### src/rtl/ddr3_init_pkg.sv
package ddr3_init_pkg;

    localparam int MR_W      = 16;
    localparam int BA_W      = 3;
    localparam int ZQ_A_BIT  = 10;

    typedef enum logic [3:0] {
        ST_RST, ST_CKE, ST_XPR,
        ST_MR2, ST_MR3, ST_MR1, ST_MR0,
        ST_ZQ, ST_WL_MR1, ST_WL_RUN,
        ST_MR2_FIN, ST_MR1_FIN, ST_DONE
    } init_state_e;

    typedef enum logic [1:0] {OP_NOP, OP_MRS, OP_ZQCL} dram_op_e;

    typedef struct packed {
        dram_op_e            op;
        logic [BA_W-1:0]     bank;
        logic [MR_W-1:0]     addr;
    } cmd_req_t;

    typedef struct packed {
        logic cs_n;
        logic ras_n;
        logic cas_n;
        logic we_n;
    } cmd_pins_t;

    function automatic int unsigned max2(input int unsigned a, input int unsigned b);
        return (a > b) ? a : b;
    endfunction

    function automatic cmd_pins_t op_pins(input dram_op_e op);
        cmd_pins_t p;
        case (op)
            OP_MRS:  p = '{cs_n: 1'b0, ras_n: 1'b0, cas_n: 1'b0, we_n: 1'b0};
            OP_ZQCL: p = '{cs_n: 1'b0, ras_n: 1'b1, cas_n: 1'b1, we_n: 1'b0};
            default: p = '{cs_n: 1'b0, ras_n: 1'b1, cas_n: 1'b1, we_n: 1'b1};
        endcase
        return p;
    endfunction

    // Mode register 0: burst, CAS latency, DLL reset, write recovery
    function automatic logic [MR_W-1:0] mr0_word(input int unsigned cl, input logic [2:0] wr,
                                                 input logic bt, input logic [1:0] bl);
        logic [MR_W-1:0] w;
        w        = '0;
        w[1:0]   = bl;
        w[3]     = bt;
        w[6:4]   = 3'(cl - 4);
        w[8]     = 1'b1;
        w[11:9]  = wr;
        return w;
    endfunction

    // Mode register 1: nominal termination split over bits 9/6/2, additive latency, leveling
    function automatic logic [MR_W-1:0] mr1_word(input logic [2:0] rtt_nom, input logic [1:0] al,
                                                 input logic wl_en);
        logic [MR_W-1:0] w;
        w       = '0;
        w[2]    = rtt_nom[0];
        w[6]    = rtt_nom[1];
        w[9]    = rtt_nom[2];
        w[4:3]  = al;
        w[7]    = wl_en;
        return w;
    endfunction

    // Mode register 2: CAS write latency and dynamic termination
    function automatic logic [MR_W-1:0] mr2_word(input int unsigned cwl, input logic [1:0] rtt_wr);
        logic [MR_W-1:0] w;
        w        = '0;
        w[5:3]   = 3'(cwl - 5);
        w[10:9]  = rtt_wr;
        return w;
    endfunction

    // Mode register 3: MPR kept in normal operation
    function automatic logic [MR_W-1:0] mr3_word();
        return '0;
    endfunction

endpackage

### src/rtl/init_delay_timer.sv
module init_delay_timer #(
    parameter int          CNT_W    = 8,
    parameter int unsigned RST_LOAD = 0
) (
    input  logic             clk,
    input  logic             rst,
    input  logic             load,
    input  logic [CNT_W-1:0] load_val,
    output logic             expired
);
    logic [CNT_W-1:0] cnt_q;

    always_ff @(posedge clk) begin
        if (rst) begin
            cnt_q <= CNT_W'(RST_LOAD);
        end else if (load) begin
            cnt_q <= load_val;
        end else if (cnt_q != '0) begin
            cnt_q <= cnt_q - 1'b1;
        end
    end

    assign expired = (cnt_q == '0);
endmodule

### src/rtl/mr_word_gen.sv
module mr_word_gen import ddr3_init_pkg::*; #(
    parameter int unsigned CL      = 6,
    parameter int unsigned CWL     = 6,
    parameter logic [2:0]  WR_CODE = 3'b010,
    parameter logic [2:0]  RTT_NOM = 3'b001,
    parameter logic [1:0]  RTT_WR  = 2'b01,
    parameter logic [1:0]  AL      = 2'b00,
    parameter logic [1:0]  BL      = 2'b00,
    parameter logic        BT      = 1'b0
) (
    input  logic [1:0]      sel,
    input  logic            wl_en,
    input  logic            rtt_wr_on,
    output logic [MR_W-1:0] word
);
    logic [3:0][MR_W-1:0] tbl;

    for (genvar g = 0; g < 4; g++) begin : g_mr
        if (g == 0) begin : g_r0
            assign tbl[g] = mr0_word(CL, WR_CODE, BT, BL);
        end else if (g == 1) begin : g_r1
            assign tbl[g] = mr1_word(RTT_NOM, AL, wl_en);
        end else if (g == 2) begin : g_r2
            assign tbl[g] = mr2_word(CWL, rtt_wr_on ? RTT_WR : 2'b00);
        end else begin : g_r3
            assign tbl[g] = mr3_word();
        end
    end

    assign word = tbl[sel];
endmodule

### src/rtl/cmd_encoder.sv
module cmd_encoder import ddr3_init_pkg::*; #(
    parameter int ADDR_W = 16
) (
    input  cmd_req_t          req,
    output logic              cs_n,
    output logic              ras_n,
    output logic              cas_n,
    output logic              we_n,
    output logic [BA_W-1:0]   bank,
    output logic [ADDR_W-1:0] addr
);
    cmd_pins_t pins;

    always_comb begin
        pins = op_pins(req.op);
        cs_n  = pins.cs_n;
        ras_n = pins.ras_n;
        cas_n = pins.cas_n;
        we_n  = pins.we_n;
        if (req.op == OP_NOP) begin
            bank = '0;
            addr = '0;
        end else begin
            bank = req.bank;
            addr = ADDR_W'(req.addr);
        end
    end
endmodule

### src/rtl/ddr3_init_seq.sv
module ddr3_init_seq import ddr3_init_pkg::*; #(
    parameter int          ADDR_W   = 16,
    parameter int unsigned T_RST    = 20,
    parameter int unsigned T_CKE    = 30,
    parameter int unsigned T_XPR    = 12,
    parameter int unsigned T_MRD    = 4,
    parameter int unsigned T_MOD    = 12,
    parameter int unsigned T_DLLK   = 64,
    parameter int unsigned T_ZQINIT = 48,
    parameter int unsigned CL       = 6,
    parameter int unsigned CWL      = 6,
    parameter logic [2:0]  WR_CODE  = 3'b010,
    parameter logic [2:0]  RTT_NOM  = 3'b001,
    parameter logic [1:0]  RTT_WR   = 2'b01,
    parameter logic [1:0]  AL       = 2'b00,
    parameter logic [1:0]  BL       = 2'b00,
    parameter logic        BT       = 1'b0
) (
    input  logic              clk,
    input  logic              rst,
    input  logic              rdpath_ready,
    input  logic              lvl_done,
    output logic              lvl_start,
    output logic              lvl_active,
    output logic              dram_reset_n,
    output logic              dram_cke,
    output logic              dram_cs_n,
    output logic              dram_ras_n,
    output logic              dram_cas_n,
    output logic              dram_we_n,
    output logic [BA_W-1:0]   dram_bank,
    output logic [ADDR_W-1:0] dram_addr,
    output logic              dram_odt,
    output logic              init_complete
);
    localparam int unsigned T_ZQW = max2(T_DLLK, T_ZQINIT);
    localparam int unsigned T_MAX = max2(max2(max2(T_RST, T_CKE), max2(T_XPR, T_MRD)),
                                         max2(T_MOD, T_ZQW));
    localparam int          CNT_W = $clog2(T_MAX + 1);

    init_state_e      state_q, state_d;
    logic             first_q;
    logic             advance;
    logic             expired;
    logic [CNT_W-1:0] load_val;
    int unsigned      dur;

    logic [1:0]       mr_sel;
    logic             wl_en, rtt_wr_on;
    logic [MR_W-1:0]  mr_word;
    dram_op_e         op_d;
    logic [BA_W-1:0]  bank_d;
    cmd_req_t         req;

    // next state and the condition that lets the current wait end
    always_comb begin
        state_d = state_q;
        advance = expired;
        case (state_q)
            ST_RST:     state_d = ST_CKE;
            ST_CKE:     begin state_d = ST_XPR; advance = expired && rdpath_ready; end
            ST_XPR:     state_d = ST_MR2;
            ST_MR2:     state_d = ST_MR3;
            ST_MR3:     state_d = ST_MR1;
            ST_MR1:     state_d = ST_MR0;
            ST_MR0:     state_d = ST_ZQ;
            ST_ZQ:      state_d = ST_WL_MR1;
            ST_WL_MR1:  state_d = ST_WL_RUN;
            ST_WL_RUN:  begin state_d = ST_MR2_FIN; advance = lvl_done; end
            ST_MR2_FIN: state_d = ST_MR1_FIN;
            ST_MR1_FIN: state_d = ST_DONE;
            ST_DONE:    advance = 1'b0;
            default:    state_d = ST_RST;
        endcase
    end

    // length of the state being entered
    always_comb begin
        case (state_d)
            ST_CKE:                                  dur = T_CKE;
            ST_XPR:                                  dur = T_XPR;
            ST_MR2, ST_MR3, ST_MR1, ST_MR0, ST_MR2_FIN: dur = T_MRD;
            ST_ZQ:                                   dur = T_ZQW;
            ST_WL_MR1, ST_MR1_FIN:                   dur = T_MOD;
            default:                                 dur = 1;
        endcase
        load_val = CNT_W'(dur - 1);
    end

    always_ff @(posedge clk) begin
        if (rst) begin
            state_q <= ST_RST;
            first_q <= 1'b0;
        end else if (advance) begin
            state_q <= state_d;
            first_q <= 1'b1;
        end else begin
            first_q <= 1'b0;
        end
    end

    init_delay_timer #(
        .CNT_W    (CNT_W),
        .RST_LOAD (T_RST - 1)
    ) u_timer (
        .clk      (clk),
        .rst      (rst),
        .load     (advance),
        .load_val (load_val),
        .expired  (expired)
    );

    // command chosen in the first cycle of each command state
    always_comb begin
        op_d      = OP_NOP;
        bank_d    = '0;
        mr_sel    = 2'd0;
        wl_en     = 1'b0;
        rtt_wr_on = 1'b0;
        if (first_q) begin
            case (state_q)
                ST_MR2:     begin op_d = OP_MRS; bank_d = 3'd2; mr_sel = 2'd2; end
                ST_MR3:     begin op_d = OP_MRS; bank_d = 3'd3; mr_sel = 2'd3; end
                ST_MR1:     begin op_d = OP_MRS; bank_d = 3'd1; mr_sel = 2'd1; end
                ST_MR0:     begin op_d = OP_MRS; bank_d = 3'd0; mr_sel = 2'd0; end
                ST_ZQ:      op_d = OP_ZQCL;
                ST_WL_MR1:  begin op_d = OP_MRS; bank_d = 3'd1; mr_sel = 2'd1; wl_en = 1'b1; end
                ST_MR2_FIN: begin op_d = OP_MRS; bank_d = 3'd2; mr_sel = 2'd2; rtt_wr_on = 1'b1; end
                ST_MR1_FIN: begin op_d = OP_MRS; bank_d = 3'd1; mr_sel = 2'd1; end
                default:    op_d = OP_NOP;
            endcase
        end
    end

    mr_word_gen #(
        .CL (CL), .CWL (CWL), .WR_CODE (WR_CODE), .RTT_NOM (RTT_NOM),
        .RTT_WR (RTT_WR), .AL (AL), .BL (BL), .BT (BT)
    ) u_mr (
        .sel       (mr_sel),
        .wl_en     (wl_en),
        .rtt_wr_on (rtt_wr_on),
        .word      (mr_word)
    );

    always_comb begin
        req.op   = op_d;
        req.bank = bank_d;
        if (op_d == OP_MRS) begin
            req.addr = mr_word;
        end else if (op_d == OP_ZQCL) begin
            req.addr = MR_W'(1) << ZQ_A_BIT;
        end else begin
            req.addr = '0;
        end
    end

    cmd_encoder #(.ADDR_W (ADDR_W)) u_enc (
        .req   (req),
        .cs_n  (dram_cs_n),
        .ras_n (dram_ras_n),
        .cas_n (dram_cas_n),
        .we_n  (dram_we_n),
        .bank  (dram_bank),
        .addr  (dram_addr)
    );

    assign dram_reset_n  = (state_q != ST_RST);
    assign dram_cke      = (state_q != ST_RST) && (state_q != ST_CKE);
    assign dram_odt      = (state_q == ST_WL_RUN);
    assign lvl_active    = (state_q == ST_WL_RUN);
    assign lvl_start     = (state_q == ST_WL_RUN) && first_q;
    assign init_complete = (state_q == ST_DONE);
endmodule

### config.mk
export PLATFORM = sky130hd
export DESIGN_NAME = ddr3_init_seq
export DESIGN_NICKNAME = d
export VERILOG_FILES = /design/src/rtl/ddr3_init_pkg.sv /design/src/rtl/init_delay_timer.sv /design/src/rtl/mr_word_gen.sv /design/src/rtl/cmd_encoder.sv /design/src/rtl/ddr3_init_seq.sv
export SDC_FILE = /design/constraint.sdc
export NUM_CORES = 1
export LEC_CHECK = 0
export BUFFER_PORTS_ARGS = -buffer_cell sky130_fd_sc_hd__buf_2
export CORE_ASPECT_RATIO = 0.8
export CORE_MARGIN = 2
export CORE_UTILIZATION = 57
export DETAILED_ROUTE_END_ITERATION = 16
export PLACE_DENSITY = 0.94
export SETUP_SLACK_MARGIN = 0.02
export SLEW_MARGIN = 20
export SYNTH_ARGS = -nofsm -noshare
export SYNTH_HDL_FRONTEND = slang
export SYNTH_SLANG_ARGS = --single-unit
### constraint.sdc
create_clock -name clk -period 6.3 [get_ports clk]
set_clock_uncertainty 0.05 [all_clocks]
set_input_delay 0 -clock clk [delete_from_list [all_inputs] [get_ports clk]]
set_output_delay 0 -clock clk [all_outputs]
set_load 0.01 [all_outputs]
==> metrics.csv, run 1 <==
stage,metric,value,unit
outcome,outcome,finished clean,
timing,hold_viol,0,
clock_tree,clk_latency,270,ps
final_layout,fill_cells,203,
pwr,switchingPower,0.04191,mW
synth,yosys_most_used_dff,dfxtp_1,
synth,postSynthAreaPerCell,7.342,sq um
synth,synth_most_common_cell,nor2_1,
final_layout,seqCellArea,240.2,sq um
synth,syn_inst,174,
clock_tree,cts_tree,yes,
timing,period_share,0.5108,
worst_setup_path,reg2reg_slack,3080,ps
synth,synth_cell_types,48,
drt,drcViolationCount,0,
synth,synth_edf_count,0,
final_layout,areaGrowthSynthToFinish,3.232,%
pwr,comb_power_share,0.133,
timing,period_minus_slack,3218,ps
place,dp_slack,3133,ps
global_route,grt_overflow_total,0,
synth,ys_ff_latch,12,
final_layout,finalNonFillerCells,209,
synth,synthArstFlopShare,0,
clock_tree,postCtsSetupBuffers,0,
floorplan,initial_core_util,0.5971,
global_route,grt_pass1_wl,4.512,mm
worst_setup_path,critPathTopFamily,flip-flops,
final_layout,final_nets,195,
place,routabilityCongestion,0.9031,
floorplan,dieArea,2638,sq um
drt,wl,2.759,mm
pwr,vdd_drop_max,0.1092,mV
place,dpl.cell_count,204,
worst_setup_path,cp-end-kind,register,
drt,routedWlPerCell,13.20,microns
worst_setup_path,path_cells,xnor2_1 -> a21oi_1 -> inv_1 -> ha_1 -> mux2_2 -> a22oi_1 -> o221ai_1 -> mux2i_1 -> ha_1 -> o21ai_2 -> nor4_1 -> nor3b_1,
clock_tree,cts_hold_buf,1,
final_layout,fin_util,0.6164,
clock_tree,ctsResizeCount,0,
place,port_buffers,21,
synth,synth_area_leader_cell,dfxtp_1,
worst_setup_path,r2r-start,state_q[1]$_SDFFE_PP0N_,
worst_setup_path,worst-endpoint-required,6410,ps
clock_tree,cts_inserted_buffers,3,
worst_setup_path,crit_end,u_timer.cnt_q[6]$_SDFFE_PP0P_,
clock_tree,cts.reportedPaths.clkPinSlew,80,ps
place,dpl.hpwl,2.093,mm
timing,setup_ws,3082,ps
drt,drtAntennaViolNets,0,
worst_setup_path,max_stage_delay,830,ps
worst_setup_path,cpMaxStageDelayCell,dfxtp_1,
worst_setup_path,path_common_cell,ha_1,
synth,synth_commonest_cells,"nor2_1 (23), buf_4 (17), a21oi_1 (13)",
drt,vias,1227,
timing,maxSlewHeadroom,0.4829,
synth,synthTopCellsByArea,"dfxtp_1 (19%), buf_4 (10%), nor2_1 (6.8%)",
worst_setup_path,cp-start-kind,register,
synth,yosys.area.top_type_share,0.1881,
pwr,p_per_area,124.9,nW/um^2
job,cap_violations,0,
global_route,antenna_found_initial,0,
drt,drt-initial-drc-count,75,
worst_setup_path,startpoint,state_q[1]$_SDFFE_PP0N_,
global_route,track_usage,0.2164,
clock_tree,cts-root-buf,clkbuf_4,
worst_setup_path,path_buf_inv,1,
global_route,grt_max_degree,26,
pwr,p_int,0.1228,mW
timing,setup_tns,0,ps
final_layout,diodes,0,
pwr,power_frac_clock,0.370,
global_route,grt_pass1_vias,991,
pwr,sw_frac_of_total,0.2545,
final_layout,multiInputGateArea,869.6,sq um
worst_setup_path,critical_path_peak_fanout,25,
clock_tree,h-tree-depth,1,
floorplan,die_x,56.93,microns
worst_setup_path,r2r_end,u_timer.cnt_q[6]$_SDFFE_PP0P_,
floorplan,core_region_area,2140,sq um
timing,finalSetupViolations,0,
min_path,hp-class,input port to register,
clock_tree,clock_sinks,12,
pwr,pwr-share-seq,0.497,
drt,via_per_inst,5.871,
drt,drtPass1Iterations,4,
pwr,power.leakage,0.5736,nW
synth,yosysWarnings,0,
timing,rsz0062_at_grt,false,
timing,holdWs,258.7,ps
worst_setup_path,reg2reg_depth,12,
synth,synth_area,1277,sq um
worst_setup_path,crit_arrival,3330,ps
clock_tree,clockBufferDepth,2,
floorplan,io_pins,33,
timing,maxSlewViolCount,0,
timing,fmax,310.7,MHz
synth,yosysSeqAreaShare,0.1881,
floorplan,fp.dieH,46.35,microns
floorplan,fp-row-count,15,
timing,tightest_slew,774.5,ps
worst_setup_path,crit_type,register to register,
worst_setup_path,crit_cells,12,
final_layout,drive_above_1_share,0.1848,
[flip-flops by register name, indices dropped and copies added (netlist names)]
| name | count |
|---|---|
| u_timer.cnt_q | 7 |
| first_q | 1 |
| state_q | 4 |
[how the worst min path moves through the flow]
stage / cells past startpoint / start / endpoint / slack [ps]
finish: 5 / lvl_done / u_timer.cnt_q[1]$_SDFFE_PP1P_ / 260
global route: 5 / lvl_done / u_timer.cnt_q[1]$_SDFFE_PP1P_ / 330
CTS: 5 / lvl_done / u_timer.cnt_q[1]$_SDFFE_PP1P_ / 250
detailed placement: 2 / rst / state_q[0]$_SDFFE_PP0N_ / 270
global placement: 2 / rst / state_q[1]$_SDFFE_PP0N_ / 260
floorplan: 2 / rst / u_timer.cnt_q[5]$_SDFFE_PP0P_ / 250
[through the flow]
| step | power (mW) | area (sq um) |
|---|---|---|
| 2_1_floorplan | 0.1050 | 1315 |
| 3_3_place_gp | 0.1036 | 1272 |
| 3_5_place_dp | 0.1045 | 1272 |
| 4_1_cts | 0.1665 | 1319 |
| 5_1_grt | 0.1728 | 1319 |
| 6_report | 0.1647 | 1319 |
[worst min-delay path, delay by kind of cell]
family / cells / cell delay (ps)
AOI/OAI and AO/OA: 1 / 140
buffers and inverters: 1 / 80
and+or+nand+nor: 3 / 330
[logic make-up (layout without fill, tap and decap cells)]
logic type / Yosys count / after routing / synth area share
other: 1 / 11 / 0.002935
AOI/OAI and AO/OA: 46 / 46 / 0.2576
adders and majority gates: 6 / 6 / 0.05876
DFF: 12 / 12 / 0.1881
and+or+nand+nor: 68 / 68 / 0.2742
buffers and inverters: 33 / 33 / 0.1606
xor gates and xnor gates: 6 / 6 / 0.04114
muxes: 2 / 2 / 0.01665
[layout make-up]
cell class / count / area share
well taps: 25 / 0.02372
repair buffers: 22 / 0.08729
inverters: 7 / 0.01992
multi-input cells: 139 / 0.6594
flip-flops and latches: 12 / 0.1822
clock buffers: 4 / 0.02751
[power groups by stage]
| stage | logic [mW] | registers, mW | clock network [mW] |
|---|---|---|---|
| after floorplan | 0.0228 | 0.0822 | 0 |
| after global placement | 0.0201 | 0.0835 | 0 |
| after detailed placement | 0.0210 | 0.0835 | 0 |
| after CTS | 0.0216 | 0.0817 | 0.0631 |
| after global routing | 0.0243 | 0.0824 | 0.0661 |
| final | 0.0220 | 0.0818 | 0.0609 |
[metal layers]
layer / vias to the layer above / global-route usage / part of all wire
met2: 56 / 0.3609 / 0.45
met4: 0 / 0.02326 / 0
met1: 566 / 0.3005 / 0.46
met5: - / 0 / 0
met3: 0 / 0.04494 / 0.092
li1: 605 / - / -
[cell usage in the layout (no fill, tap or decap), drive strengths merged, types with 6 or more instances in the layout]
cell / netlist / final
nor2: 23 / 23
buf: 22 / 21
a21oi: 13 / 13
dfxtp: 12 / 12
nand2: 12 / 12
conb: 1 / 11
nor3: 8 / 8
inv: 7 / 7
xnor2: 6 / 6
ha: 6 / 6
o21ai: 6 / 6
No activity file was read; power rests on OpenSTA's default activity.
==> inputs of run 2 (changes only) <==
--- a/config.mk
+++ b/config.mk
@@ -8,9 +8,9 @@
 export BUFFER_PORTS_ARGS = -buffer_cell sky130_fd_sc_hd__buf_2
 export CORE_ASPECT_RATIO = 0.8
 export CORE_MARGIN = 2
-export CORE_UTILIZATION = 57
+export CORE_UTILIZATION = 53
 export DETAILED_ROUTE_END_ITERATION = 16
-export PLACE_DENSITY = 0.94
+export PLACE_DENSITY = 0.89
 export SETUP_SLACK_MARGIN = 0.02
 export SLEW_MARGIN = 20
 export SYNTH_ARGS = -nofsm -noshare
==> constraint.sdc (replaced) <==
create_clock -name clk -period 3.1 [get_ports clk]
set_clock_uncertainty 0.05 [all_clocks]
set_input_delay 0 -clock clk [delete_from_list [all_inputs] [get_ports clk]]
set_output_delay 0 -clock clk [all_outputs]
set_load 0.01 [all_outputs]
==> run 2 against run 1 <==
  * The flow now finishes with violations (DRC)
  * Final area grew 1.8%
  * Critical path type unchanged
  * Critical path depth is the same
  * Register-to-register slack lost 2700 ps
  * Power grew 83%
  * Sequential share of layout area shrank 0.32 points
  * Largest cell class unchanged
  * Clock power grew 48%
  * Fmax grew 20%
==> metrics.csv, run 2 (synthesis gave the netlist of run 1 again) <==
stage,metric,value,unit
outcome,outcome,"complete, but fails checks",
outcome,violations,DRC,
place,dpl.cell_count,209,
floorplan,die_x,58.89,microns
clock_tree,cts_inserted_buffers,3,
final_layout,finalNonFillerCells,213,
clock_tree,cts.reportedPaths.clkPinSlew,70,ps
timing,maxSlewViolCount,0,
floorplan,io_pins,33,
timing,period_share,0.8660,
worst_setup_path,worst-endpoint-required,3200,ps
drt,drtAntennaViolNets,0,
pwr,power.leakage,0.5924,nW
timing,setup_tns,0,ps
timing,fmax,372.5,MHz
worst_setup_path,reg2reg_slack,420,ps
clock_tree,cts-root-buf,clkbuf_4,
worst_setup_path,path_cells,xnor2_1 -> a21oi_1 -> inv_1 -> ha_1 -> mux2_2 -> a22oi_1 -> o221ai_1 -> mux2i_1 -> ha_1 -> o21ai_2 -> nor4_1 -> nor3b_1,
timing,hold_viol,0,
worst_setup_path,critical_path_peak_fanout,4,
final_layout,fin_util,0.6062,
worst_setup_path,cp-start-kind,register,
clock_tree,postCtsSetupBuffers,0,
floorplan,fp-row-count,15,
worst_setup_path,path_common_cell,ha_1,
drt,via_per_inst,6.042,
clock_tree,h-tree-depth,1,
place,port_buffers,21,
drt,wl,2.805,mm
worst_setup_path,cpMaxStageDelayCell,dfxtp_1,
worst_setup_path,crit_arrival,2780,ps
floorplan,dieArea,2821,sq um
final_layout,largest_reg_flops,7,
pwr,vdd_drop_max,0.1852,mV
final_layout,layout_common_cells,"nor2_1 (23), buf_2 (21), a21oi_1 (13)",
drt,vias,1287,
final_layout,areaGrowthSynthToFinish,5.093,%
global_route,grt_max_degree,25,
place,dpl.hpwl,2.160,mm
timing,rsz0062_at_grt,false,
worst_setup_path,crit_type,register to register,
clock_tree,clk_latency,270,ps
timing,setup_ws,415.4,ps
worst_setup_path,r2r_end,u_timer.cnt_q[6]$_SDFFE_PP0P_,
clock_tree,clockBufferDepth,2,
worst_setup_path,crit_end,u_timer.cnt_q[6]$_SDFFE_PP0P_,
place,routabilityCongestion,0.9671,
final_layout,reg_top3,"u_timer.cnt_q: 7 flops, state_q: 4 flops, first_q: 1 flops",
timing,maxSlewHeadroom,0.6387,
global_route,track_usage,0.2098,
timing,finalSetupViolations,0,
final_layout,largest-register,u_timer.cnt_q,
final_layout,final_common_cell,nor2_1,
worst_setup_path,startpoint,state_q[0]$_SDFFE_PP0N_,
final_layout,final_nets,200,
drt,drt-initial-drc-count,72,
timing,period_minus_slack,2685,ps
clock_tree,cts_tree,yes,
floorplan,fp.dieH,47.91,microns
drt,drtPass1Iterations,10,
timing,tightest_slew,537.9,ps
final_layout,drive_above_1_share,0.2021,
clock_tree,clock_sinks,12,
drt,routedWlPerCell,13.17,microns
global_route,grt_pass1_wl,4.533,mm
global_route,antenna_found_initial,0,
worst_setup_path,cp-end-kind,register,
global_route,grt_overflow_total,0,
drt,drcViolationCount,4,
place,dp_slack,454.1,ps
floorplan,core_region_area,2215,sq um
final_layout,diodes,0,
pwr,p_per_area,223.9,nW/um^2
worst_setup_path,r2r-start,state_q[0]$_SDFFE_PP0N_,
worst_setup_path,max_stage_delay,330,ps
worst_setup_path,reg2reg_depth,12,
global_route,grt_pass1_vias,977,
min_path,hp-class,input port to register,
floorplan,initial_core_util,0.5768,
job,cap_violations,0,
run 2: changes by cell type in the layout (fill, tap and decap cells not counted):
cell	delta
clkbuf_8	-1
buf_4	+5
run 2: report_power, final:
group	leakage (nW)	switching, mW	internal (mW)
registers	0.0975	0.00493	0.160
clock network	0.0138	0.0455	0.0449
logic	0.481	0.0269	0.0180
run 2: worst max-delay path: cells and delay by family, from the launching register on:
| family | cells | cell delay (ps) |
|---|---|---|
| muxes | 2 | 500 |
| adders and majority gates | 2 | 470 |
| DFF | 1 | 330 |
| AOI/OAI and AO/OA | 4 | 650 |
| buffers and inverters | 1 | 110 |
| and+or+nand+nor | 2 | 340 |
| xor gates and xnor gates | 1 | 120 |
run 2: how the worst min path moves through the flow:
stage             start                       endpoint  slack, ps  cells after the start
4_1_cts        lvl_done  u_timer.cnt_q[1]$_SDFFE_PP1P_        210                      5
5_1_grt        lvl_done  u_timer.cnt_q[1]$_SDFFE_PP1P_        260                      5
6_report       lvl_done  u_timer.cnt_q[1]$_SDFFE_PP1P_        220                      5
3_3_place_gp        rst        state_q[2]$_SDFFE_PP0N_        250                      2
2_1_floorplan       rst  u_timer.cnt_q[5]$_SDFFE_PP0P_        250                      2
3_5_place_dp        rst        state_q[2]$_SDFFE_PP0N_        250                      2
run 2: layout make-up:
cell class,instances,area (sq um)
Fill cell,205,872.1
Timing Repair Buffer,27,152.6
Tap cell,25,31.28
Sequential cell,12,240.2
Multi-Input combinational cell,139,869.6
Inverter,7,26.28
Clock buffer,3,22.52
run 2: what timing repair did:
item                                    4_1_cts  5_1_grt
endpoints found under the setup margin        0        0
hold buffers                                  1        0
gates resized for setup                       0        0
endpoints found under the hold margin         7        0
run 2: per-stage QoR:
stage                     cell area [sq um]  hold WS (ps)  power [mW]
after detailed placement               1310         251.5      0.2117
after CTS                              1343         208.9      0.3035
final                                  1343         216.6      0.3005
after global placement                 1310         245.7      0.2103
after global routing                   1343         261.1      0.3150
after floorplan                        1315         250.3      0.2133
run 2: per-layer routing:
metal / track usage / vias to the layer above / wire length, microns
met4: 0.06364 / 0 / 40
met2: 0.3222 / 63 / 1296
li1: - / 620 / -
met1: 0.3024 / 598 / 1224
met5: 0 / - / 0
met3: 0.03514 / 6 / 244
